$ cat src/rtl/rxf_pkg.sv
package rxf_pkg;
   localparam int unsigned RXF_BYTE_W    = 8;
   localparam int unsigned RXF_CRC_BYTES = 4;
endpackage

$ cat src/rtl/rxf_crc_hold.sv
module rxf_crc_hold #(
   parameter int unsigned HOLD = rxf_pkg::RXF_CRC_BYTES
) (
   input  logic                          clk,
   input  logic                          rst_n,
   input  logic                          in_valid,
   input  logic                          in_sof,
   input  logic                          in_eof,
   input  logic [rxf_pkg::RXF_BYTE_W-1:0] in_data,
   input  logic                          strip_cfg,
   output logic                          out_valid,
   output logic [rxf_pkg::RXF_BYTE_W-1:0] out_data
);
   localparam int unsigned FW = $clog2(HOLD + 1);
   localparam logic [FW-1:0] FILL_MAX = FW'(HOLD);

   logic [rxf_pkg::RXF_BYTE_W-1:0] dl [HOLD];
   logic [FW-1:0] fill_q, fill_now;
   logic          mode_q, mode_now, shift;

   always_comb begin
      mode_now  = in_sof ? strip_cfg : mode_q;
      fill_now  = in_sof ? '0 : fill_q;
      out_valid = in_valid && (!mode_now || fill_now == FILL_MAX);
      out_data  = mode_now ? dl[HOLD-1] : in_data;
      shift     = in_valid && mode_now && !in_eof;
   end

   always_ff @(posedge clk) begin
      if (!rst_n) begin
         mode_q <= 1'b0;
         fill_q <= '0;
      end else if (in_valid) begin
         mode_q <= mode_now;
         if (in_eof || !mode_now)
            fill_q <= '0;
         else if (fill_now != FILL_MAX)
            fill_q <= fill_now + 1'b1;
         else
            fill_q <= fill_now;
      end
   end

   always_ff @(posedge clk) begin
      if (shift) begin
         dl[0] <= in_data;
         for (int i = 1; i < int'(HOLD); i++)
            dl[i] <= dl[i-1];
      end
   end
endmodule

$ cat src/rtl/rxf_store.sv
module rxf_store #(
   parameter int unsigned DEPTH = 64,
   parameter int unsigned EW    = 13,
   localparam int unsigned AW   = $clog2(DEPTH)
) (
   input  logic          clk,
   input  logic          rst_n,
   input  logic          in_valid,
   input  logic [EW-1:0] in_entry,
   input  logic          frame_start,
   input  logic          frame_end,
   input  logic [AW:0]   rd_ptr,
   output logic [AW:0]   cm_ptr,
   output logic [EW-1:0] rd_entry,
   output logic          ovf_any
);
   localparam logic [AW:0] FULL_OCC = (AW+1)'(DEPTH);

   logic [EW-1:0] mem [DEPTH];
   logic [AW:0]   wp_q, cp_q, base, occ, wp_nxt;
   logic          ovf_q, ovf_now, attempt, full, wr_en, ovf_set;

   always_comb begin
      base    = frame_start ? cp_q : wp_q;
      ovf_now = frame_start ? 1'b0 : ovf_q;
      occ     = base - rd_ptr;
      full    = (occ == FULL_OCC);
      attempt = in_valid && !ovf_now;
      wr_en   = attempt && !full;
      ovf_set = attempt && full;
      ovf_any = ovf_now || ovf_set;
      wp_nxt  = base + {{AW{1'b0}}, wr_en};
   end

   always_ff @(posedge clk) begin
      if (wr_en)
         mem[base[AW-1:0]] <= in_entry;
   end

   always_ff @(posedge clk) begin
      if (!rst_n) begin
         wp_q  <= '0;
         cp_q  <= '0;
         ovf_q <= 1'b0;
      end else if (frame_end) begin
         ovf_q <= 1'b0;
         if (ovf_any) begin
            wp_q <= cp_q;
         end else begin
            wp_q <= wp_nxt;
            cp_q <= wp_nxt;
         end
      end else begin
         wp_q  <= wp_nxt;
         ovf_q <= ovf_any;
      end
   end

   assign cm_ptr   = cp_q;
   assign rd_entry = mem[rd_ptr[AW-1:0]];
endmodule

$ cat src/rtl/rxf_reader.sv
module rxf_reader #(
   parameter int unsigned AW    = 6,
   parameter int unsigned LEN_W = 16,
   parameter int unsigned SW    = 4,
   localparam int unsigned BW   = rxf_pkg::RXF_BYTE_W,
   localparam int unsigned EW   = BW + SW + 1,
   localparam int unsigned DW   = LEN_W + 2 + SW
) (
   input  logic          clk,
   input  logic          rst_n,
   input  logic [AW:0]   cm_ptr,
   input  logic [EW-1:0] rd_entry,
   input  logic          rd_ready,
   output logic [AW:0]   rd_ptr,
   output logic          rd_valid,
   output logic [BW-1:0] rd_data,
   output logic          rd_last,
   output logic          desc_valid,
   output logic [DW-1:0] desc_word
);
   logic [AW:0]    rp_q;
   logic [LEN_W-1:0] len_q, len_inc;
   logic [SW-1:0]  ent_stat;
   logic           pop;

   always_comb begin
      rd_valid = (rp_q != cm_ptr);
      rd_data  = rd_entry[BW-1:0];
      ent_stat = rd_entry[BW+SW-1:BW];
      rd_last  = rd_entry[EW-1];
      pop      = rd_valid && rd_ready;
      len_inc  = (&len_q) ? len_q : len_q + 1'b1;
   end

   always_ff @(posedge clk) begin
      if (!rst_n) begin
         rp_q       <= '0;
         len_q      <= '0;
         desc_valid <= 1'b0;
         desc_word  <= '0;
      end else begin
         desc_valid <= 1'b0;
         if (pop) begin
            rp_q <= rp_q + 1'b1;
            if (rd_last) begin
               len_q      <= '0;
               desc_valid <= 1'b1;
               desc_word  <= {ent_stat, 1'b1, 1'b1, len_inc};
            end else begin
               len_q <= len_inc;
            end
         end
      end
   end

   assign rd_ptr = rp_q;
endmodule

$ cat src/rtl/rxf_frame_buffer.sv
module rxf_frame_buffer #(
   parameter int unsigned DEPTH     = 64,
   parameter int unsigned LEN_W     = 16,
   parameter int unsigned ST_W      = 8,
   parameter int unsigned CRC_BYTES = rxf_pkg::RXF_CRC_BYTES,
   localparam int unsigned BW       = rxf_pkg::RXF_BYTE_W,
   localparam int unsigned SW       = ST_W + 1,
   localparam int unsigned EW       = BW + SW + 1,
   localparam int unsigned AW       = $clog2(DEPTH),
   localparam int unsigned DW       = LEN_W + 2 + SW
) (
   input  logic            clk,
   input  logic            rst_n,
   input  logic            strip_crc,
   input  logic            rx_valid,
   input  logic            rx_sof,
   input  logic            rx_eof,
   input  logic [BW-1:0]   rx_data,
   input  logic [ST_W-1:0] rx_status,
   input  logic            rd_ready,
   output logic            rd_valid,
   output logic [BW-1:0]   rd_data,
   output logic            rd_last,
   output logic            desc_valid,
   output logic [DW-1:0]   desc_word,
   output logic [SW-1:0]   diag_status
);
   generate
      if (DEPTH < 2 || (DEPTH & (DEPTH - 1)) != 0) begin : g_bad_depth
         $error("rxf_frame_buffer: DEPTH must be a power of two >= 2");
      end
      if (LEN_W < 2 || LEN_W > 32) begin : g_bad_len
         $error("rxf_frame_buffer: LEN_W out of range");
      end
      if (CRC_BYTES < 1 || ST_W < 1) begin : g_bad_opt
         $error("rxf_frame_buffer: CRC_BYTES and ST_W must be >= 1");
      end
   endgenerate

   logic          in_frame_q, acc, f_start, f_end;
   logic          h_valid, ovf_any;
   logic [BW-1:0] h_data;
   logic [AW:0]   rd_ptr, cm_ptr;
   logic [EW-1:0] rd_entry, wr_entry;

   always_comb begin
      acc      = rx_valid && (rx_sof || in_frame_q);
      f_start  = acc && rx_sof;
      f_end    = acc && rx_eof;
      wr_entry = {rx_eof, rx_status, 1'b0, h_data};
   end

   always_ff @(posedge clk) begin
      if (!rst_n) begin
         in_frame_q  <= 1'b0;
         diag_status <= '0;
      end else if (acc) begin
         in_frame_q <= !rx_eof;
         if (rx_eof)
            diag_status <= {rx_status, ovf_any};
      end
   end

   rxf_crc_hold #(.HOLD(CRC_BYTES)) hold_i (
      .clk(clk), .rst_n(rst_n), .in_valid(acc), .in_sof(rx_sof),
      .in_eof(rx_eof), .in_data(rx_data), .strip_cfg(strip_crc),
      .out_valid(h_valid), .out_data(h_data)
   );

   rxf_store #(.DEPTH(DEPTH), .EW(EW)) store_i (
      .clk(clk), .rst_n(rst_n), .in_valid(h_valid), .in_entry(wr_entry),
      .frame_start(f_start), .frame_end(f_end), .rd_ptr(rd_ptr),
      .cm_ptr(cm_ptr), .rd_entry(rd_entry), .ovf_any(ovf_any)
   );

   rxf_reader #(.AW(AW), .LEN_W(LEN_W), .SW(SW)) reader_i (
      .clk(clk), .rst_n(rst_n), .cm_ptr(cm_ptr), .rd_entry(rd_entry),
      .rd_ready(rd_ready), .rd_ptr(rd_ptr), .rd_valid(rd_valid),
      .rd_data(rd_data), .rd_last(rd_last), .desc_valid(desc_valid),
      .desc_word(desc_word)
   );
endmodule

$ cat config.mk
export PLATFORM = sky130hd
export DESIGN_NAME = rxf_frame_buffer
export DESIGN_NICKNAME = d
export VERILOG_FILES = /design/src/rtl/rxf_pkg.sv /design/src/rtl/rxf_crc_hold.sv /design/src/rtl/rxf_store.sv /design/src/rtl/rxf_reader.sv /design/src/rtl/rxf_frame_buffer.sv
export SDC_FILE = /design/constraint.sdc
export NUM_CORES = 1
export LEC_CHECK = 0
export BUFFER_PORTS_ARGS = -buffer_cell sky130_fd_sc_hd__buf_4
export CAP_MARGIN = 20
export CORE_ASPECT_RATIO = 2
export CORE_MARGIN = 4
export CORE_UTILIZATION = 60
export CTS_CLUSTER_SIZE = 20
export DETAILED_ROUTE_END_ITERATION = 6
export GPL_ROUTABILITY_DRIVEN = 0
export GPL_TIMING_DRIVEN = 0
export PLACE_DENSITY = 0.76
export SETUP_SLACK_MARGIN = 0.15
export SYNTH_ARGS = -nofsm -noshare
export SYNTH_HDL_FRONTEND = slang
export SYNTH_SLANG_ARGS = --single-unit
$ cat constraint.sdc
create_clock -name clk -period 6.4 [get_ports clk]
set_clock_uncertainty 0.15 [all_clocks]
set_input_delay 1.28 -clock clk [delete_from_list [all_inputs] [get_ports clk]]
set_output_delay 1.28 -clock clk [all_outputs]
set_load 0.05 [all_outputs]
# Word-level counts from Yosys, hierarchy flattened

Memories as Yosys holds them, arrays and structs flattened. A register that Yosys moved wholly into a read port is not among the register bits.
Cells that the tools add are included.

Logic and storage cells: 64
Flip-flop bits (word level): 80
RAM bits: 1120
Output and inout port bits: 47
Memories kept: 2

Memory list:

| memory      | depth | width | rd ports | clocked after Yosys merged registers in | wr ports | RTL line           | text |
|---|---|---|---|---|---|---|---|
| store_i.mem | 64    | 17    | 1        | 1                                       | 1        | rxf_store.sv:19    | `logic [EW-1:0] mem [DEPTH];` |
| hold_i.dl   | 4     | 8     | 4        | 0                                       | 4        | rxf_crc_hold.sv:17 | `logic [rxf_pkg::RXF_BYTE_W-1:0] dl [HOLD];` |

Reduce and logical (&&, ||, !) cells: 23
Multiplexer cells: 18
Eq/ne operators: 4
Bitwise logic cells: 1
Add/subtract/negate cells: 5

Operator list:

| operator                                      | count |
|---|---|
| two-way mux 16 bit                            | 2 |
| two-way mux 7 bit                             | 3 |
| adder 16 x 1 -> 16 bit, second input constant | 1 |
| AND reduction 16 bit                          | 1 |
| two-way mux 6 bit                             | 2 |
| logical AND 1 bit                             | 10 |
| two-way mux 3 bit                             | 3 |
| two-way mux 8 bit                             | 1 |
| adder 7 x 1 -> 7 bit                          | 1 |
| adder 7 x 1 -> 7 bit, second input constant   | 1 |
| equality test 7 bit, second input constant    | 1 |
| two-way mux 1 bit                             | 7 |
| inequality test 7 bit                         | 1 |
| subtractor 7 bit                              | 1 |
| AND reduction 2 bit                           | 3 |
| logical NOT 1 bit                             | 4 |
| logical OR 1 bit                              | 4 |
| adder 3 x 1 -> 3 bit, second input constant   | 1 |
| equality test 3 bit, second input constant    | 1 |
| inequality test 3 bit, second input constant  | 1 |
| OR reduction 2 bit                            | 1 |
| inverter 1 bit                                | 1 |

# Depth between registers and ports, before layout

Word-level depth: 11
Gate-level depth with buffers: 19
Mapped depth without buffers: 18

# Cells and area by module

A second synthesis with hierarchy kept.

Cell total of the unflattened synthesis: 2311
Area total of the unflattened synthesis: 49303.5 um^2

By module, submodules not included:

| module           | cells each | instances | area an instance (um^2) |
|---|---|---|---|
| rxf_store        | 1882       | 1         | 44970.6 |
| rxf_reader       | 295        | 1         | 2560.0 |
| rxf_crc_hold     | 88         | 1         | 1348.8 |
| rxf_frame_buffer | 46         | 1         | 424.2 |

# Least setup slack after synthesis

No wires, ideal clock.

Path type: in2reg
From: in rx_sof
To: mem store_i.mem[2][0] (netlist bit), enable pin
Path buffers: 1
Setup time: 0.435 ns
Arrival: 5.362 ns
Slack: 0.453 ns
Cell stages on the path: 11
Cell sequence: nand2_1 mux2i_1 inv_1 ha_1 o21a_1 nor2_1 a21oi_1 xnor2_1 clkbuf_1 o21ai_1 nor4_1

Longest elaborated chain between the ends: 10
Elaborated cells between the ends (all ways): 19
Classes of those cells: add/sub: 1; eq/ne: 2; mux: 6; reduce/logical: 10

Ends and longest elaborated chain:

| element                                 | RTL line               | text |
|---|---|---|
| start: declaration                      | rxf_frame_buffer.sv:16 | `input logic rx_sof,` |
| logical OR 1 bit                        | rxf_frame_buffer.sv:47 | `acc = rx_valid && (rx_sof \|\| in_frame_q);` |
| logical AND 1 bit                       | rxf_frame_buffer.sv:47 |  |
| logical AND 1 bit                       | rxf_frame_buffer.sv:48 | `f_start = acc && rx_sof;` |
| two-way mux 7 bit                       | rxf_store.sv:24        | `base = frame_start ? cp_q : wp_q;` |
| subtractor 7 bit                        | rxf_store.sv:26        | `occ = base - rd_ptr;` |
| equality test 7 bit                     | rxf_store.sv:27        | `full = (occ == FULL_OCC);` |
| logical NOT 1 bit                       | rxf_store.sv:29        | `wr_en = attempt && !full;` |
| logical AND 1 bit                       | rxf_store.sv:29        |  |
| two-way mux 1 bit                       | rxf_store.sv:36        | `if (wr_en)` |
| two-way mux 1 bit (implied by the code) | rxf_store.sv:37        | `mem[base[AW-1:0]] <= in_entry;` |
| end: declaration                        | rxf_store.sv:19        |  |

Parallel ways exist; a longest one is shown, timed or not.

==> results.cfg <==
[placed_design]
dp_hpwl_um = 87300
place_area_um2 = 50200
io_buffers = 68
place_inst = 3533
dp_slack_ns = 0.0831

[timing]
period_needed_ns = 5.93
fin_ws_ns = 0.474
relSlewSlack = 0.187
min_period_over_period = 0.926
tightest_slew_ns = 1.22
rsz0062_at_grt = false
hold_violations = 0
finalMaxSlewViolations = 0
max_freq_ghz = 0.169
finalSetupViolCount = 0

[final_layout]
layout-area-overhead-vs-synth_pct = 14.2
nNetsFinal = 2650
final_cell_area_um2 = 53600
drive_gt1_frac = 0.277
antennaDiodeCount = 0
final_cells = 3716

[power]
power_mw = 15.7
power_density_nw_per_um2 = 294
cellLeakagePower_nw = 16.8
vdd_ir_drop_max_v = 0.000214

[drt]
viasPerCell = 6.87
drt-pass1-iter-count = 7
routed-via-count = 25531
top_layer = met4
drc = 2
met1_length_um = 39900
drtAntennaViolNets = 0
dr.first_iter.drc_count = 3333
wl_met3_um = 10600
met2_length_um = 67600
finalWirelength_um = 131000
drt-wirelength-per-cell_um = 35.1

[hold_path]
hold_depth = 0
hold_path.startpoint = hold_i.dl[0][2]
worstHoldPathType = flop to flop

[cts]
cts_sinks = 1204
numCtsBuffers = 97
post_cts_buffers = 0
cts_hold_buffers = 0
cts_tree = built
post_cts_resized = 0
clk_latency_ns = 0.71
h-tree-depth = 3
cts_max_path_buffers = 3
clk_pin_slew_ns = 0.07
clock-root-buffer = clkbuf_16

[setup_path]
start_kind = flop
max_stage_delay_ns = 0.87
cpLargestDelayFamily = buffers and inverters
path_buf_inv = 6
cp-end-kind = output pin
cp_common_cell = mux4_2
arrival_ns = 4.50
slowest_stage = buf_1
cp_data_required_time_ns = 4.97
crit_path_cell_trace = buf_6, buf_12, buf_2, buf_1, mux4_2, mux4_2, mux4_2, buf_4, buf_4
worst-path-max-fanout = 10
r2r_start = store_i.cm_ptr[4]
crit_cells = 9
path_class = flop to output pin
r2r_cells = 13

[floorplan]
core_um2 = 77300
rows = 144
die_x_um = 206
fp.dieH_um = 404
top_level_ports = 70
initial_core_util = 0.608
dieArea_um2 = 83100

[synth]
syn_inst = 2361
ys_warn_count = 0
synth_largest_area_cell = edfxtp_1
synthFlopType = edfxtp_1
synth_fp_nets = 2396
ys_async_sr_fraction = 0
synthTopCellsByArea = edfxtp_1 72%, mux4_2 14%, dfxtp_1 3.6%
synthTopCellsByCount = 1120 x edfxtp_1, 284 x mux4_2, 141 x nor2_1
synth_edf_count = 1120
avgSynthCellArea_um2 = 19.9
syn-cell-area_um2 = 47000
ys_seq_area_frac = 0.752
synth.distinct_cells = 61
synth_top_area_share = 0.716
ys_seq_elements = 1204
yosysMostFrequentCell = edfxtp_1

[status]
violations = design-rule violations
status = complete, but fails checks

[global_route]
grt_max_degree = 68
gr-total-overflow = 0
first_global_vias = 26056
grtUsageTotal = 0.320
grt_antenna_before_repair = 1
grt_pass1_wl_um = 187000

[job]
maxCapViolCount = 0
-- final cells by class --
class                   instances  area [µm²]
multi-input cells            1005       11100
inverters                      22        85.1
clock inverters                62         768
flip-flops and latches       1204       35300
clock buffers                 116        2550
repair buffers                155        1820
plain buffers                 130         688
well taps                    1022        1280
fillers                      4527       23700
-- metal layers --
| layer | track usage | vias to the layer above |
|---|---|---|
| met5 | 0 | - |
| met4 | 0.233 | 0 |
| met3 | 0.0533 | 505 |
| met2 | 0.546 | 1785 |
| met1 | 0.364 | 13089 |
| li1 | - | 10152 |
-- through the flow --
stage / hold slack [ns] / util / TNS [ns]
after floorplan: 0.250 / - / 0
after global placement: 0.256 / 0.631 / -684.70
after detailed placement: 0.255 / 0.650 / 0
after CTS: 0.278 / 0.693 / 0
after global routing: 0.283 / 0.694 / 0
final: 0.274 / 0.694 / 0
-- power breakdown --
group | internal, mW | switching, mW | total [mW]
logic | 0.261 | 0.499 | 0.760
clock network | 3.52 | 2.81 | 6.33
registers | 8.64 | 0.0112 | 8.65
total | 12.4 | 3.32 | 15.7
-- cell usage in the layout, fill, tap and decap left out, types with 9 or more instances in the layout --
cell type / instances
edfxtp_1: 1120
mux4_2: 284
buf_4: 112
nand2_1: 108
clkbuf_16: 99
mux2i_1: 92
nor2_1: 85
dfxtp_1: 84
clkbuf_1: 61
a21oi_1: 56
nor2_2: 51
buf_8: 47
o21ai_0: 46
buf_2: 40
nand3_1: 30
clkinv_1: 19
inv_1: 18
and2_1: 18
nor3_1: 16
bufinv_16: 16
buf_6: 13
a211oi_1: 13
clkinv_2: 13
xnor2_1: 12
mux2_2: 12
o221ai_1: 12
ha_1: 12
buf_1: 11
nand2b_1: 9
buf_12: 9
o2111ai_1: 9
nand3b_1: 9
-- state kept, by name, indices dropped and copies added (netlist names), 3 cells and up, named ones only --
register,flops
reader_i.desc_word,25
hold_i.fill_q,3
store_i.mem,1088
reader_i.rd_ptr,7
store_i.cm_ptr,7
store_i.wp_q,7
diag_status,9
hold_i.dl,32
reader_i.len_q,16
-- cell families after synthesis --
kind of cell    count (synthesis)  synth area share
flops                        1204             0.752
compound gates                210            0.0295
simple gates                  373            0.0357
fa+ha+maj                      12           0.00320
xor+xnor                       18           0.00335
buf+inv                       152            0.0165
other cells                     1         0.0000798
mux                           391             0.160
-- final timing paths --
path / slack (ns) / end
setup / recovery: 0.47 / rd_data[2]
hold reg to reg: 0.27 / hold_i.dl[1][2]
setup reg to reg: 1.38 / store_i.mem[26][9]
hold / removal: 0.27 / hold_i.dl[1][2]
No activity file was read; power rests on OpenSTA's default activity.
